===== config.mk =====
export PLATFORM = sky130hd
export DESIGN_NAME = cap_chain_walker
export DESIGN_NICKNAME = d
export VERILOG_FILES = /design/src/rtl/cw_pkg.sv /design/src/rtl/cw_hdr_fields.sv /design/src/rtl/cw_ptr_class.sv /design/src/rtl/cw_hop_ctr.sv /design/src/rtl/cap_chain_walker.sv
export SDC_FILE = /design/constraint.sdc
export NUM_CORES = 1
export LEC_CHECK = 0
export BUFFER_PORTS_ARGS = -buffer_cell sky130_fd_sc_hd__buf_4
export CAP_MARGIN = 25
export CORE_ASPECT_RATIO = 0.9
export CORE_MARGIN = 3
export CORE_UTILIZATION = 53
export DETAILED_ROUTE_END_ITERATION = 12
export PLACE_DENSITY = 0.8
export RECOVER_POWER = 50
export SLEW_MARGIN = 20
export SYNTH_ARGS = -nofsm -noshare
export SYNTH_HDL_FRONTEND = slang
export SYNTH_HIERARCHICAL = 1
export SYNTH_SLANG_ARGS = --single-unit

===== constraint.sdc =====
create_clock -name clk -period 3.49 [get_ports clk]
set_input_delay 0.349 -clock clk [delete_from_list [all_inputs] [get_ports clk]]
set_output_delay 0.349 -clock clk [all_outputs]
set_load 0.005 [all_outputs]

===== src/rtl/cw_pkg.sv =====
package cw_pkg;

    typedef enum logic [1:0] {
        ST_IDLE  = 2'd0,
        ST_ISSUE = 2'd1,
        ST_WAIT  = 2'd2
    } walk_st_e;

    localparam int unsigned CW_ADDR_W = 12;
    localparam int unsigned CW_DATA_W = 32;
    localparam int unsigned CW_ID_W   = 16;
    localparam int unsigned CW_VER_W  = 4;

    typedef struct packed {
        walk_st_e               st;
        logic                   ext;
        logic                   root;
        logic [CW_ID_W-1:0]     tgt;
        logic [CW_ADDR_W-1:0]   addr;
        logic                   done;
        logic                   found;
        logic                   bad;
        logic                   loop;
        logic [CW_ADDR_W-1:0]   off;
        logic [CW_VER_W-1:0]    ver;
    } walk_regs_t;

endpackage


===== src/rtl/cw_hdr_fields.sv =====
module cw_hdr_fields
    import cw_pkg::*;
(
    input  logic [CW_DATA_W-1:0] data_i,
    input  logic                 ext_i,
    input  logic                 root_i,
    output logic [CW_ID_W-1:0]   id_o,
    output logic [CW_VER_W-1:0]  ver_o,
    output logic [CW_ADDR_W-1:0] next_o,
    output logic                 empty_o
);

    logic [CW_ADDR_W-1:0] raw_next;

    always_comb begin
        if (ext_i) begin
            id_o     = data_i[15:0];
            ver_o    = data_i[19:16];
            raw_next = data_i[31:20];
        end else begin
            id_o     = {8'h00, data_i[7:0]};
            ver_o    = '0;
            raw_next = root_i ? {4'h0, data_i[7:0]} : {4'h0, data_i[15:8]};
        end
        // Pointers are always forced onto a dword boundary
        next_o  = {raw_next[CW_ADDR_W-1:2], 2'b00};
        empty_o = ext_i && root_i && (data_i[15:0] == 16'h0000) && (data_i[31:20] == 12'h000);
    end

endmodule


===== src/rtl/cw_ptr_class.sv =====
module cw_ptr_class
    import cw_pkg::*;
#(
    parameter logic [CW_ADDR_W-1:0] STD_FLOOR = 12'h040,
    parameter logic [CW_ADDR_W-1:0] EXT_FLOOR = 12'h100
) (
    input  logic [CW_ADDR_W-1:0] ptr_i,
    input  logic                 ext_i,
    output logic                 is_end_o,
    output logic                 is_bad_o
);

    logic [CW_ADDR_W-1:0] floor_sel;

    always_comb begin
        floor_sel = ext_i ? EXT_FLOOR : STD_FLOOR;
        is_end_o  = (ptr_i == '0);
        is_bad_o  = !is_end_o && (ptr_i < floor_sel);
    end

endmodule


===== src/rtl/cw_hop_ctr.sv =====
module cw_hop_ctr #(
    parameter int unsigned STD_MAX = 48,
    parameter int unsigned EXT_MAX = 960,
    localparam int unsigned TOP_MAX = (STD_MAX > EXT_MAX) ? STD_MAX : EXT_MAX,
    localparam int unsigned HOP_W   = $clog2(TOP_MAX + 1)
) (
    input  logic clk,
    input  logic rst_n,
    input  logic load_i,
    input  logic load_ext_i,
    input  logic mode_ext_i,
    input  logic inc_i,
    output logic at_limit_o
);

    localparam logic [HOP_W-1:0] STD_LIM = HOP_W'(STD_MAX);
    localparam logic [HOP_W-1:0] EXT_LIM = HOP_W'(EXT_MAX);

    logic [HOP_W-1:0] cnt_d, cnt_q;
    logic [HOP_W-1:0] lim;

    always_comb begin
        lim   = mode_ext_i ? EXT_LIM : STD_LIM;
        cnt_d = cnt_q;
        if (load_i) begin
            // The long chain's first header is itself an entry
            cnt_d = load_ext_i ? HOP_W'(1) : '0;
        end else if (inc_i) begin
            cnt_d = cnt_q + 1'b1;
        end
        at_limit_o = (cnt_q == lim);
    end

    always_ff @(posedge clk) begin
        if (!rst_n) cnt_q <= '0;
        else        cnt_q <= cnt_d;
    end


    hop_bound_chk: assert property (@(posedge clk) disable iff (!rst_n)
        (cnt_q <= EXT_LIM) || (cnt_q <= STD_LIM));


    no_inc_at_limit_chk: assert property (@(posedge clk) disable iff (!rst_n)
        (inc_i && !load_i) |-> !at_limit_o);

endmodule


===== src/rtl/cap_chain_walker.sv =====
module cap_chain_walker
    import cw_pkg::*;
#(
    parameter int unsigned          STD_HOP_MAX = 48,
    parameter int unsigned          EXT_HOP_MAX = 960,
    parameter logic [11:0]          STD_ROOT    = 12'h034,
    parameter logic [11:0]          EXT_ROOT    = 12'h100,
    parameter logic [11:0]          STD_FLOOR   = 12'h040,
    parameter logic [11:0]          EXT_FLOOR   = 12'h100
) (
    input  logic        clk,
    input  logic        rst_n,
    input  logic        start_i,
    input  logic        ext_sel_i,
    input  logic [15:0] target_id_i,
    output logic        rd_req_o,
    output logic [11:0] rd_addr_o,
    input  logic        rd_valid_i,
    input  logic [31:0] rd_data_i,
    output logic        busy_o,
    output logic        done_o,
    output logic        found_o,
    output logic        bad_ptr_o,
    output logic        loop_err_o,
    output logic [11:0] cap_offset_o,
    output logic [3:0]  cap_ver_o
);

    walk_regs_t r_d, r_q;

    logic [CW_ID_W-1:0]   fld_id;
    logic [CW_VER_W-1:0]  fld_ver;
    logic [CW_ADDR_W-1:0] fld_next;
    logic                 fld_empty;
    logic                 ptr_end, ptr_bad;
    logic                 hop_load, hop_inc, hop_at_limit;
    logic                 id_hit;

    cw_hdr_fields u_fields (
        .data_i  (rd_data_i),
        .ext_i   (r_q.ext),
        .root_i  (r_q.root),
        .id_o    (fld_id),
        .ver_o   (fld_ver),
        .next_o  (fld_next),
        .empty_o (fld_empty)
    );

    cw_ptr_class #(
        .STD_FLOOR (STD_FLOOR),
        .EXT_FLOOR (EXT_FLOOR)
    ) u_class (
        .ptr_i    (fld_next),
        .ext_i    (r_q.ext),
        .is_end_o (ptr_end),
        .is_bad_o (ptr_bad)
    );

    cw_hop_ctr #(
        .STD_MAX (STD_HOP_MAX),
        .EXT_MAX (EXT_HOP_MAX)
    ) u_hops (
        .clk        (clk),
        .rst_n      (rst_n),
        .load_i     (hop_load),
        .load_ext_i (ext_sel_i),
        .mode_ext_i (r_q.ext),
        .inc_i      (hop_inc),
        .at_limit_o (hop_at_limit)
    );

    always_comb begin
        id_hit = r_q.ext ? (fld_id == r_q.tgt)
                         : (fld_id[7:0] == r_q.tgt[7:0]);
    end

    always_comb begin
        r_d      = r_q;
        r_d.done = 1'b0;
        hop_load = 1'b0;
        hop_inc  = 1'b0;

        unique case (r_q.st)
            ST_IDLE: begin
                if (start_i) begin
                    hop_load = 1'b1;
                    r_d.st   = ST_ISSUE;
                    r_d.ext  = ext_sel_i;
                    r_d.tgt  = target_id_i;
                    r_d.addr = ext_sel_i ? EXT_ROOT : STD_ROOT;
                    r_d.root = 1'b1;
                end
            end
            ST_ISSUE: begin
                r_d.st = ST_WAIT;
            end
            ST_WAIT: begin
                if (rd_valid_i) begin
                    r_d.root = 1'b0;
                    if (!(!r_q.ext && r_q.root) && fld_empty) begin
                        r_d.st    = ST_IDLE;
                        r_d.done  = 1'b1;
                        r_d.found = 1'b0;
                        r_d.bad   = 1'b0;
                        r_d.loop  = 1'b0;
                        r_d.off   = '0;
                        r_d.ver   = '0;
                    end else if (!(!r_q.ext && r_q.root) && id_hit) begin
                        r_d.st    = ST_IDLE;
                        r_d.done  = 1'b1;
                        r_d.found = 1'b1;
                        r_d.bad   = 1'b0;
                        r_d.loop  = 1'b0;
                        r_d.off   = r_q.addr;
                        r_d.ver   = fld_ver;
                    end else if (ptr_end || ptr_bad || hop_at_limit) begin
                        r_d.st    = ST_IDLE;
                        r_d.done  = 1'b1;
                        r_d.found = 1'b0;
                        r_d.bad   = !ptr_end && ptr_bad;
                        r_d.loop  = !ptr_end && !ptr_bad;
                        r_d.off   = '0;
                        r_d.ver   = '0;
                    end else begin
                        hop_inc  = 1'b1;
                        r_d.addr = fld_next;
                        r_d.st   = ST_ISSUE;
                    end
                end
            end
            default: begin
                r_d.st = ST_IDLE;
            end
        endcase
    end

    always_ff @(posedge clk) begin
        if (!rst_n) begin
            r_q.st    <= ST_IDLE;
            r_q.ext   <= 1'b0;
            r_q.root  <= 1'b0;
            r_q.tgt   <= '0;
            r_q.addr  <= '0;
            r_q.done  <= 1'b0;
            r_q.found <= 1'b0;
            r_q.bad   <= 1'b0;
            r_q.loop  <= 1'b0;
            r_q.off   <= '0;
            r_q.ver   <= '0;
        end else begin
            r_q <= r_d;
        end
    end

    assign rd_req_o     = (r_q.st == ST_ISSUE);
    assign rd_addr_o    = r_q.addr;
    assign busy_o       = (r_q.st != ST_IDLE);
    assign done_o       = r_q.done;
    assign found_o      = r_q.found;
    assign bad_ptr_o    = r_q.bad;
    assign loop_err_o   = r_q.loop;
    assign cap_offset_o = r_q.off;
    assign cap_ver_o    = r_q.ver;


    done_single_chk: assert property (@(posedge clk) disable iff (!rst_n)
        done_o |=> !done_o);


    done_not_busy_chk: assert property (@(posedge clk) disable iff (!rst_n)
        done_o |-> !busy_o);


    req_single_chk: assert property (@(posedge clk) disable iff (!rst_n)
        rd_req_o |=> !rd_req_o);


    req_aligned_chk: assert property (@(posedge clk) disable iff (!rst_n)
        rd_req_o |-> (rd_addr_o[1:0] == 2'b00));


    ext_floor_chk: assert property (@(posedge clk) disable iff (!rst_n)
        (rd_req_o && r_q.ext) |-> (rd_addr_o >= EXT_FLOOR));


    result_excl_chk: assert property (@(posedge clk) disable iff (!rst_n)
        done_o |-> ($countones({found_o, bad_ptr_o, loop_err_o}) <= 1));


    start_ignored_chk: assert property (@(posedge clk) disable iff (!rst_n)
        (busy_o && start_i) |=> ($stable(r_q.tgt) && $stable(r_q.ext)));

endmodule


### Word level (Yosys, flattened, before mapping)

Index checks and enable logic that the tools add are counted.

| word-level totals | value |
|---|---|
| register bits after elaboration | 62 |
| input port bits | 53 |
| output and inout bits | 34 |

| cells by class | value |
|---|---|
| add/sub/neg operators | 1 |
| magnitude comparators | 1 |
| equal/unequal tests | 10 |
| muxes and demuxes | 34 |
| reductions and logical operators | 29 |

Operators with widths:

| operator | count |
|---|---|
| $mux W32 | 2 |
| $mux W20 | 3 |
| $mux W12 | 4 |
| $mux W10 | 3 |
| $logic_not A12 Y1 | 2 |
| $pmux W12 S2 | 1 |
| $mux W9 | 2 |
| $eq A16 B16 Y1 | 1 |
| $logic_not A16 Y1 | 1 |
| $mux W16 | 1 |
| $lt A12 B12 Y1 | 1 |
| $mux W1 | 11 |
| $add A10 B1 Y10 const B | 1 |
| $eq A10 B10 Y1 | 1 |
| $ne A2 B2 Y1 const B | 5 |
| $logic_and A1 B1 Y1 | 9 |
| $reduce_and A3 Y1 | 3 |
| $eq A8 B8 Y1 | 1 |
| $mux W8 | 1 |
| $mux W2 | 3 |
| $pmux W2 S3 | 1 |
| $reduce_and A6 Y1 | 1 |
| $reduce_bool A2 Y1 | 3 |
| $logic_not A1 Y1 | 4 |
| other kinds (8) | 10 |

### Logic depth before layout (Yosys ltp)

| logic depth | value |
|---|---|
| depth in word-level cells | 14 |
| gate-level depth with buffers | 13 |

### Hierarchy

Netlist, hierarchy kept.

By module, submodules not included:

| module | times used | cells each | area each (µm²) |
|---|---|---|---|
| cap_chain_walker | 1 | 246 | 2337.2 |
| cw_hop_ctr | 1 | 62 | 533.0 |
| cw_hdr_fields | 1 | 60 | 410.4 |
| cw_ptr_class | 1 | 10 | 75.1 |

### Worst setup path after synthesis

No wires, ideal clock.

| path | value |
|---|---|
| path kind | reg-to-reg |
| from | register r_q[49] (netlist bit) |
| to | register u_hops.cnt_q[7] |
| library setup time | 0.070 ns |
| data arrival time | 2.569 ns |
| required time | 3.420 ns |
| path slack | 0.851 ns |
| stages on the path, launching flop included | 14 |
| path buffers | 3 |
| path through | dfxtp_1 -> buf_4 -> clkbuf_2 -> and2_1 -> nor4_2 -> nand3_1 -> and3_1 -> nor2_1 -> o211ai_2 -> nor2_1 -> buf_4 -> o21ai_2 -> or4_1 -> a21oi_1 |

| on the way | value |
|---|---|
| longest elaborated chain between the ends | 12 |

RTL lines:

| item | RTL line | RTL |
|---|---|---|
| from (decl) | cap_chain_walker.sv:29 | `walk_regs_t r_d, r_q;` |
| from (signal assigned) | cap_chain_walker.sv:151 | `r_q <= r_d;` |
| $mux W12 (*) | cw_hdr_fields.sv:16 | `if (ext_i) begin` |
| via fld_next[8] | cap_chain_walker.sv:33 | `logic [CW_ADDR_W-1:0] fld_next;` |
| branches (longest 2 deep; another with $lt A12 B12 Y1) | - |  |
| $logic_and A1 B1 Y1 (*) | cw_ptr_class.sv:18 | `is_bad_o = !is_end_o && (ptr_i < floor_sel);` |
| via ptr_bad | cap_chain_walker.sv:35 | `logic ptr_end, ptr_bad;` |
| $logic_or A1 B1 Y1 (*) (2 in series) | cap_chain_walker.sv:116 | `end else if (ptr_end \|\| ptr_bad \|\| hop_at_limit) begin` |
| $mux W1 (*) | cap_chain_walker.sv:116 |  |
| $mux W1 (*) | cap_chain_walker.sv:108 | `end else if (!(!r_q.ext && r_q.root) && id_hit) begin` |
| $mux W1 (*) | cap_chain_walker.sv:100 | `if (!(!r_q.ext && r_q.root) && fld_empty) begin` |
| $mux W1 (*) | cap_chain_walker.sv:98 | `if (rd_valid_i) begin` |
| $mux W1 (*) | cap_chain_walker.sv:83 | `unique case (r_q.st)` |
| via hop_inc | cap_chain_walker.sv:36 | `logic hop_load, hop_inc, hop_at_limit;` |
| $reduce_bool A2 Y1 (no line) (*) | - |  |
| to (signal assigned) | cw_hop_ctr.sv:36 | `else cnt_q <= cnt_d;` |
| to (decl) | cw_hop_ctr.sv:19 | `logic [HOP_W-1:0] cnt_d, cnt_q;` |

Mark *: on every way through the listed nets, which the timed path passes.
A chain may end at the register's enable or synchronous reset.

### Worst setup path after layout

| path | value |
|---|---|
| from | register r_q[48] (netlist bit) |
| to | register u_hops.cnt_q[8] |

| on the way | value |
|---|---|
| longest elaborated chain between the ends | 13 |

RTL lines:

| item | RTL line | RTL |
|---|---|---|
| $mux W8 (*) | cw_hdr_fields.sv:23 | `raw_next = root_i ? {4'h0, data_i[7:0]} : {4'h0, data_i[15:8]};` |
| $mux W12 (*) | cw_hdr_fields.sv:16 |  |
| via fld_next[3] | cap_chain_walker.sv:33 |  |
| branches (longest 2 deep; another with $lt A12 B12 Y1) | - |  |
| $logic_and A1 B1 Y1 (*) | cw_ptr_class.sv:18 |  |
| via ptr_bad | cap_chain_walker.sv:35 |  |
| $logic_or A1 B1 Y1 (*) (2 in series) | cap_chain_walker.sv:116 |  |
| $mux W1 (*) | cap_chain_walker.sv:116 |  |
| $mux W1 (*) | cap_chain_walker.sv:108 |  |
| $mux W1 (*) | cap_chain_walker.sv:100 |  |
| $mux W1 (*) | cap_chain_walker.sv:98 |  |
| $mux W1 (*) | cap_chain_walker.sv:83 |  |
| via hop_inc | cap_chain_walker.sv:36 |  |
| $reduce_bool A2 Y1 (no line) (*) | - |  |

Marks and branches as above.

==> impl_metrics.json <==
{
  "period_minus_slack_ns": 3.20,
  "tightest_slew_ns": 0.995,
  "finalClockSkew_ns": 0.00775,
  "swShare_pct": 24.0,
  "ctsResizeCount": 0,
  "synthTopCellsByArea": "dfxtp_1, buf_4, nand2_1, a22o_1, xor2_1",
  "grt_pass1_wl_mm": 12.9,
  "worst_hold_path_type": "input port to register",
  "drive_gt1_share_pct": 29.8,
  "ctsLongestPathBuffers": 2,
  "seq_area_frac_synth_pct": 37.0,
  "synth-edff-count": 0,
  "report.final.setup_viol": 0,
  "regToRegSetupSlack_ns": 0.29,
  "hpwlAfterDp_mm": 5.87,
  "startpoint": "r_q[48]$_SDFFE_PN0P_",
  "cts.reportedPaths.clkPinSlew_ns": 0.07,
  "io_pins": 87,
  "syn_area_um2": 3360,
  "vias": 2753,
  "r2r_start": "r_q[48]$_SDFFE_PN0P_",
  "ys.warnings.count": 6,
  "p_comb_share_pct": 13.1,
  "r2r_end": "u_hops/cnt_q[8]$_SDFFE_PN0P_",
  "synth_area_per_cell_um2": 8.88,
  "crit_end": "u_hops/cnt_q[8]$_SDFFE_PN0P_",
  "wl_mm": 7.72,
  "yosys.area.top_type": "dfxtp_1",
  "p_per_area_nw_per_um2": 440,
  "route.detailed.drc": 0,
  "cp-start-kind": "register",
  "final_nets": 480,
  "initial_utilization_pct": 57.0,
  "antenna_cells": 0,
  "p_clk_share_pct": 43.8,
  "first_pass_iters": 4,
  "hold_buffers": 0,
  "drtAntennaViolNets": 0,
  "coreArea_um2": 5890,
  "mostFrequentLayoutCell": "dfxtp_1",
  "fp.dieW_um": 89.9,
  "post_cts_buffers": 0,
  "synth_seq_cells": 62,
  "max_cap_viol_count": 0,
  "grt_max_degree": 40,
  "nFillCells": 488,
  "die_y_um": 81.5,
  "tns_ns": 0,
  "pwr-share-seq_pct": 43.1,
  "dr.first_iter.drc_count": 137,
  "p_sw_uw": 422,
  "finalCritPeriodShare_pct": 91.6,
  "insertion_delay_ns": 0.34,
  "r2r_cells": 11,
  "wl_per_cell_um": 15.1,
  "htree_levels": 3,
  "antenna_found_initial": 0,
  "arrival_ns": 3.46,
  "crit_type": "register to register",
  "slew_headroom_pct": 33.7,
  "cts_root_buf": "clkbuf_8",
  "cts_tree": "built",
  "hold_viol": 0,
  "synthToLayoutAreaGrowth_pct": 19.0,
  "grt_use_total_pct": 21.9,
  "final_cell_mix": "dfxtp_1, nand2_1, buf_4, clkbuf_4, and2_1",
  "status": "completed",
  "cts_made_buffers": 9,
  "ys_types": 52,
  "synthArstFlopShare_pct": 0,
  "viasPerCell": 5.37,
  "leakage_uw": 0.00168,
  "cp-end-kind": "register",
  "drv_slew": 0,
  "crit_required_ns": 3.75,
  "place_congestion": 0.879,
  "clock-sinks": 62,
  "port_buffers": 86,
  "grt_pass1_vias": 2713,
  "power_uw": 1760,
  "core.rowCount": 26,
  "p_int_uw": 1340,
  "max_freq_mhz": 313,
  "die-area_um2": 7320,
  "ys.flop_type": "dfxtp_1",
  "peakVddDrop_mv": 0.330,
  "gr-total-overflow": 0,
  "rsz0062_at_grt": "no",
  "syn_inst": 378,
  "synthDominantCellAreaShare_pct": 37.0,
  "worstPathMaxFanout": 9
}
==> per-layer routing <==
layer / vias up / track usage (%) / part of all wire (%)
met5: - / 0 / 0
met3: 15 / 5.22 / 4.7
li1: 1372 / - / -
met1: 1282 / 26.7 / 46
met2: 84 / 37.8 / 47
met4: 0 / 8.87 / 2.0
==> cells in the mapped netlist, types with 2 or more instances <==
cell type and n:
a21boi_0 17, a21oi_1 8, a22o_1 18, a22o_2 7, and2_1 20, and3_1 2, buf_2 4, buf_4 40
buf_6 2, clkbuf_1 7, dfxtp_1 62, ha_1 3, inv_1 6, mux2i_1 12, nand2_1 58, nand2b_1 4
nand3_1 5, nand4_1 6, nor2_1 11, nor2b_1 5, nor3_1 2, nor4_1 10, nor4_2 3, o21ai_0 14
o21ai_2 2, o31ai_1 3, or2_2 2, or3_1 2, or4_1 2, xnor2_1 3, xor2_1 17
==> cell families after synthesis <==
logic type / count (synthesis) / share of synthesized area, %
AND/OR/NAND/NOR: 140 / 22.7
AO/OA/AOI/OAI: 79 / 18.3
flip-flops: 62 / 37.0
buffers and inverters: 61 / 11.9
XOR/XNOR: 20 / 5.22
multiplexers: 12 / 3.58
adder cells (fa/ha/maj): 3 / 1.12
other: 1 / 0.112
==> power by group through the flow <==
stage                     Sequential [µW]  Combinational [µW]  Clock, µW
final                                 758                 230        770
after global routing                  761                 255        811
after CTS                             758                 231        782
after detailed placement              774                 230          0
after global placement                772                 224          0
after floorplan                       762                 156          0
==> cell type report <==
type	instances	area, µm²	share of cell area (%)
tap	84	105	2.63
inverter	7	26.3	0.658
timing repair buffer	88	653	16.4
sequential	62	1240	31.1
clock inverter	6	109	2.73
multi-input combinational	256	1720	43.1
clock buffer	10	138	3.45
==> metrics by stage <==
| stage | hold WS [ns] | cells | cell area (µm²) | utilization [%] | setup WS [ns] |
|---|---|---|---|---|---|
| 6_report | 0.276 | 513 | 3990 | 67.8 | 0.293 |
| 4_1_cts | 0.262 | 513 | 4000 | 67.9 | 0.0933 |
| 2_1_floorplan | 0.443 | 379 | 3360 | - | 0.851 |
| 5_1_grt | 0.271 | 513 | 3990 | 67.8 | 0.0381 |
| 3_5_place_dp | 0.460 | 497 | 3750 | 63.7 | 0.133 |
| 3_3_place_gp | 0.446 | 497 | 3750 | 63.7 | 0.341 |
==> worst max-delay path, stage by stage (launching register included) <==
cell,delay [ns]
dfxtp_1,0.57
mux2i_1,0.30
o21ai_0,0.16
nor4_2,0.25
nand3_1,0.15
and3_1,0.20
nor2_1,0.18
o211ai_2,0.19
nor2_2,0.32
o2111ai_1,0.25
or3_1,0.40
a21oi_1,0.15
==> how the worst min path moves through the flow <==
stage	from	end	slack [ns]	depth (start not counted)
final	target_id_i[2]	r_q[34]$_SDFFE_PN0P_	0.28	3
after CTS	target_id_i[2]	r_q[34]$_SDFFE_PN0P_	0.26	3
after detailed placement	cap_offset_o[10]$_SDFFE_PN0P_	cap_offset_o[10]$_SDFFE_PN0P_	0.46	1
after floorplan	cap_offset_o[10]$_SDFFE_PN0P_	cap_offset_o[10]$_SDFFE_PN0P_	0.44	1
after global placement	found_o$_SDFFE_PN0P_	found_o$_SDFFE_PN0P_	0.45	1
after global routing	target_id_i[15]	r_q[47]$_SDFFE_PN0P_	0.27	3
==> state kept, by name, indices dropped and copies added (netlist names), 4 cells and up <==
signal	count
rd_addr_o	12
cap_ver_o	4
r_q	20
cap_offset_o	12
u_hops/cnt_q	10
(Power assumes the default switching activity.)
